--- src/rtl/drg_pkg.sv ---
`timescale 1ns/1ps
package drg_pkg;
  localparam int DRG_NCH = 2;

  typedef enum logic [1:0] {
    DRM_LINKED = 2'b00,
    DRM_CH0    = 2'b01,
    DRM_CH1    = 2'b10,
    DRM_EITHER = 2'b11
  } drMode_e;

  // strobes from the control to the datapath, valid for one cycle
  typedef struct packed {
    logic               fire;
    logic [DRG_NCH-1:0] setReady;
    logic [DRG_NCH-1:0] setPend;
    logic [DRG_NCH-1:0] clrPend;
  } drStrobes_t;
endpackage

--- src/rtl/drg_ctrl.sv ---
`timescale 1ns/1ps
module drg_ctrl
  import drg_pkg::*;
#(
  parameter int NCH = DRG_NCH
) (
  input  logic [NCH-1:0] chanValid,
  input  logic [NCH-1:0] chanShutdown,
  input  logic [NCH-1:0] chanReset,
  input  logic [NCH-1:0] pending,
  input  drMode_e        mode,
  output drStrobes_t     strb
);
  logic [NCH-1:0] awake;
  logic [NCH-1:0] fresh;
  logic [NCH-1:0] haveData;
  logic           pairDone;

  assign awake    = ~(chanShutdown | chanReset);
  assign fresh    = chanValid & awake;
  assign haveData = pending | fresh;
  // every awake channel holds data, and at least one channel is awake
  assign pairDone = (&(haveData | ~awake)) & (|awake);

  always_comb begin
    strb = '0;
    case (mode)
      DRM_LINKED: begin
        strb.fire     = pairDone;
        strb.setReady = pairDone ? awake : '0;
        strb.setPend  = fresh;
        strb.clrPend  = ~awake | (pairDone ? {NCH{1'b1}} : {NCH{1'b0}});
      end
      DRM_CH0: begin
        strb.fire     = fresh[0];
        strb.setReady = fresh;
        strb.clrPend  = '1;
      end
      DRM_CH1: begin
        strb.fire     = fresh[1];
        strb.setReady = fresh;
        strb.clrPend  = '1;
      end
      default: begin
        strb.fire     = |fresh;
        strb.setReady = fresh;
        strb.clrPend  = '1;
      end
    endcase
  end
endmodule

--- src/rtl/drg_datapath.sv ---
`timescale 1ns/1ps
module drg_datapath
  import drg_pkg::*;
#(
  parameter int NCH = DRG_NCH
) (
  input  logic           clk,
  input  logic           rstN,
  input  drStrobes_t     strb,
  input  logic [NCH-1:0] readCh,
  input  logic           drHizN,
  output logic [NCH-1:0] pending,
  output logic [NCH-1:0] statusN,
  output logic           drPinVal,
  output logic           drPinEn
);
  logic drLow;

  for (genvar c = 0; c < NCH; c++) begin : g_ch
    always_ff @(posedge clk or negedge rstN) begin
      if (!rstN) begin
        pending[c] <= 1'b0;
        statusN[c] <= 1'b1;
      end else begin
        if (strb.clrPend[c])      pending[c] <= 1'b0;
        else if (strb.setPend[c]) pending[c] <= 1'b1;

        if (strb.setReady[c])     statusN[c] <= 1'b0;
        else if (readCh[c])       statusN[c] <= 1'b1;
      end
    end
  end

  always_ff @(posedge clk or negedge rstN) begin
    if (!rstN) drLow <= 1'b0;
    else       drLow <= strb.fire;
  end

  assign drPinVal = ~drLow;
  assign drPinEn  = drLow | drHizN;
endmodule

--- src/rtl/drg_top.sv ---
`timescale 1ns/1ps
module drg_top
  import drg_pkg::*;
(
  input  logic       clk,
  input  logic       rstN,
  input  logic [1:0] chanValid,
  input  logic [1:0] chanShutdown,
  input  logic [1:0] chanReset,
  input  logic [1:0] drMode,
  input  logic       drHizN,
  input  logic [1:0] readCh,
  output logic       drPinVal,
  output logic       drPinEn,
  output logic [1:0] statusN
);
  drStrobes_t   strb;
  logic [1:0]   pending;

  drg_ctrl #(.NCH(DRG_NCH)) u_ctrl (
    .chanValid    (chanValid),
    .chanShutdown (chanShutdown),
    .chanReset    (chanReset),
    .pending      (pending),
    .mode         (drMode_e'(drMode)),
    .strb         (strb)
  );

  drg_datapath #(.NCH(DRG_NCH)) u_dp (
    .clk      (clk),
    .rstN     (rstN),
    .strb     (strb),
    .readCh   (readCh),
    .drHizN   (drHizN),
    .pending  (pending),
    .statusN  (statusN),
    .drPinVal (drPinVal),
    .drPinEn  (drPinEn)
  );
endmodule

--- config.mk ---
export PLATFORM = sky130hd
export DESIGN_NAME = drg_top
export DESIGN_NICKNAME = d
export VERILOG_FILES = /design/src/rtl/drg_pkg.sv /design/src/rtl/drg_ctrl.sv /design/src/rtl/drg_datapath.sv /design/src/rtl/drg_top.sv
export SDC_FILE = /design/constraint.sdc
export NUM_CORES = 1
export LEC_CHECK = 0
export ABC_AREA = 1
export ABC_CLOCK_PERIOD_IN_PS = 900
export BUFFER_PORTS_ARGS = -buffer_cell sky130_fd_sc_hd__buf_2
export CAP_MARGIN = 10
export CORE_AREA = 2 2 39 41
export DETAILED_ROUTE_END_ITERATION = 8
export DIE_AREA = 0 0 41 43
export SLEW_MARGIN = 20
export SYNTH_ARGS = -nofsm -noshare
export SYNTH_HDL_FRONTEND = slang
export SYNTH_HIERARCHICAL = 1
export SYNTH_SLANG_ARGS = --single-unit
--- constraint.sdc ---
create_clock -name clk -period 0.9 [get_ports clk]
set_input_delay 0.135 -clock clk [delete_from_list [all_inputs] [get_ports clk]]
set_output_delay 0.135 -clock clk [all_outputs]
set_load 0.02 [all_outputs]
==> reports/metrics.json <==
{
  "finish": {
    "nNetsFinal": 93,
    "final_core_util": 0.392,
    "antenna_cells_inserted": 0,
    "drive_above_1_share": 0.456,
    "final_common_cell": "sky130_fd_sc_hd__nand2_1",
    "syn_to_final_growth_pct": 47.3,
    "final_design_area_no_fill_um2": 542,
    "layout_common_cells": "sky130_fd_sc_hd__nand2_1, sky130_fd_sc_hd__buf_2, sky130_fd_sc_hd__nor2_1"
  },
  "placed_design": {
    "port_buffers": 16,
    "gpl.final_weighted_congestion": 0.764,
    "hpwlAfterDp_um": 678,
    "placed_area_um2": 468
  },
  "power": {
    "internal_power_of_the_cells_mw": 0.499,
    "vdd_ir_drop_max_mv": 0.642,
    "leakage_nw": 0.290,
    "netSwitchingPower_mw": 0.205,
    "sequentialPowerShare": 0.361,
    "switching_share": 0.292,
    "power-per-cell-area_nw_per_um2": 1300,
    "comb_power_share": 0.266,
    "power_frac_clock": 0.373
  },
  "clock_network": {
    "cts_root_buf": "sky130_fd_sc_hd__clkbuf_4",
    "cts-htree-levels": 1,
    "cts_num_sinks": 5,
    "cts_tree": "done",
    "cts.clk_slew.worst_paths_ns": 0.05,
    "clk_path_buf_depth": 2,
    "insertion_delay_ns": 0.25,
    "numCtsBuffers": 3
  },
  "yosys": {
    "post_synthesis_net_count": 70,
    "dominant_cells_by_area_after_synthesis": "sky130_fd_sc_hd__dfrtp_1, sky130_fd_sc_hd__dfstp_2, sky130_fd_sc_hd__nand2_1",
    "syn_area_per_cell_um2": 6.45,
    "yosys.area.top_type_share": 0.204,
    "ys_warn_count": 6,
    "synthesis.instances": 57,
    "synth.cell_area_um2": 368,
    "synth_sequential_area_ratio": 0.347,
    "synth.ff_latch_count": 5,
    "netlist.top_cell.by_area": "sky130_fd_sc_hd__dfrtp_1",
    "post_synthesis_cell_type_count": 15
  },
  "die": {
    "io-pin-count": 17,
    "rows": 14,
    "die_span_y_um": 43,
    "start_util": 0.266,
    "die_w_um": 41,
    "design.die.area_um2": 1760,
    "fp.coreArea_um2": 1380
  },
  "global_route": {
    "grt_util_all_layers": 0.116,
    "grt_max_degree": 6,
    "global_route_wire_length_before_repair_mm": 1.31,
    "vias_in_the_first_global_route": 340,
    "global_route.overflow_total": 0,
    "antenna_violations_before_repair": 0
  },
  "timing": {
    "setup_viol_count_final": 8,
    "final.setup.tns_ns": -0.624,
    "pnr_worst_setup_slack_ns": -0.194,
    "setup_repair_after_global_routing_missed_its_margin": "true",
    "timing.fmax_ghz": 0.914,
    "tightest_slew_ns": 0.162,
    "final_hold_viol_count": 0,
    "period_share": 1.22,
    "whs_ns": 0.111,
    "final_period_minus_worst_setup_slack_ns": 1.09,
    "drv_slew": 0,
    "maxSlewHeadroom": 0.891,
    "fin_skew_ns": 0.00627
  },
  "setup_path": {
    "worst_ep_required_time_ns": 0.76,
    "critPathKind": "flop to primary output",
    "cp-end-kind": "primary output",
    "worst_setup_path_startpoint": "u_dp/drLow$_DFF_PN0_",
    "worstPathMaxFanout": 2,
    "timing.rr.start": "u_dp/pending[0]$_DFFE_PN0P_",
    "timing.critical_path.from_type": "flop",
    "arrival_time_at_the_worst_endpoint_ns": 0.96
  },
  "hold_path": {
    "min_from": "readCh[0]",
    "min-delay-path-class": "primary input to flop"
  },
  "routing": {
    "drt_first_pass_iters": 4,
    "drt-initial-drc-count": 10,
    "wirelength_um": 832,
    "route.vias.total": 410,
    "routed_via_density": 4.32,
    "avgRoutedWirePerCell_um": 8.76,
    "ant_nets": 0,
    "post-route-drc-count": 0
  },
  "job": {
    "max_cap_viol_count": 0
  },
  "status": {
    "status": "finished with violations",
    "violations_in_the_final_reports": "setup timing"
  }
}
-- power groups by stage --
stage,Combinational (mW),Clock (mW),Sequential [mW]
after detailed placement,0.160,0,0.255
after global placement,0.157,0,0.254
after global routing,0.204,0.301,0.256
after floorplan,0.0809,0,0.268
final,0.187,0.263,0.254
after CTS,0.186,0.276,0.254
-- per-stage QoR --
stage	std cells	power, mW	setup WS (ns)
6_report	95	0.704	-0.194
5_1_grt	95	0.762	-0.245
4_1_cts	94	0.716	-0.205
3_5_place_dp	89	0.414	-0.0877
3_3_place_gp	89	0.412	-0.0611
2_1_floorplan	57	0.349	0.00265
-- cells by family (layout without fill, tap and decap cells) --
| kind of cell | Yosys count | after routing | share of synthesized area |
|---|---|---|---|
| compound gates | 2 | 2 | 0.0272 |
| buf+inv | 10 | 32 | 0.102 |
| flops | 5 | 5 | 0.347 |
| simple gates | 40 | 40 | 0.524 |
-- routing by layer --
| layer | vias to the layer above | part of all wire | global-route usage |
|---|---|---|---|
| met4 | 0 | 0 | 0.0400 |
| met2 | 12 | 0.52 | 0.169 |
| met1 | 184 | 0.41 | 0.131 |
| met5 | - | 0 | 0 |
| met3 | 0 | 0.070 | 0.0785 |
| li1 | 214 | - | - |
-- final timing paths --
path / to / slack (ns) / depth (start not counted)
max: drPinEn / -0.19 / 2
min: u_dp/statusN[0]$_DFFE_PN1P_ / 0.11 / 3
max reg2reg: u_dp/statusN[1]$_DFFE_PN1P_ / -0.07 / 7
min reg2reg: u_dp/statusN[0]$_DFFE_PN1P_ / 0.51 / 2
max in group asynchronous: u_dp/statusN[1]$_DFFE_PN1P_ / 0.43 / 2
min in group asynchronous: u_dp/pending[0]$_DFFE_PN0P_ / 0.25 / 2
-- critical path: stages, from the launching register on --
cell and delay, ns:
sky130_fd_sc_hd__dfrtp_1 0.36, sky130_fd_sc_hd__or2_1 0.22, sky130_fd_sc_hd__buf_6 0.13
-- timing repair --
item | CTS | global route
pin swaps | 7 | 1
endpoints found under the hold margin | 5 | 0
hold buffers | 1 | 0
buffers inserted | 0 | 1
resized for setup | 8 | 2
setup endpoints to repair | 8 | 8
-- registers in the layout (all words and copies together), names as in the netlist --
register	cells
u_dp/statusN	2
u_dp/drLow	1
u_dp/pending	2
-- layout make-up --
type,count,area (um^2)
inverters,10,37.5
multi-input cells,42,208
clock buffers,4,26.3
fillers,157,842
well taps,16,20.0
flip-flops and latches,5,128
repair buffers,18,123
-- Yosys cell counts --
| library cell | number |
|---|---|
| sky130_fd_sc_hd__a21oi_1 | 2 |
| sky130_fd_sc_hd__dfrtp_1 | 3 |
| sky130_fd_sc_hd__dfstp_2 | 2 |
| sky130_fd_sc_hd__inv_1 | 8 |
| sky130_fd_sc_hd__inv_2 | 2 |
| sky130_fd_sc_hd__nand2_1 | 13 |
| sky130_fd_sc_hd__nand2_2 | 6 |
| sky130_fd_sc_hd__nand3_1 | 1 |
| sky130_fd_sc_hd__nand3_2 | 1 |
| sky130_fd_sc_hd__nand4_1 | 1 |
| sky130_fd_sc_hd__nor2_1 | 12 |
| sky130_fd_sc_hd__nor2_2 | 2 |
| sky130_fd_sc_hd__nor2_4 | 1 |
| sky130_fd_sc_hd__nor3_1 | 2 |
| sky130_fd_sc_hd__or2_1 | 1 |
(Power assumes the default switching activity.)
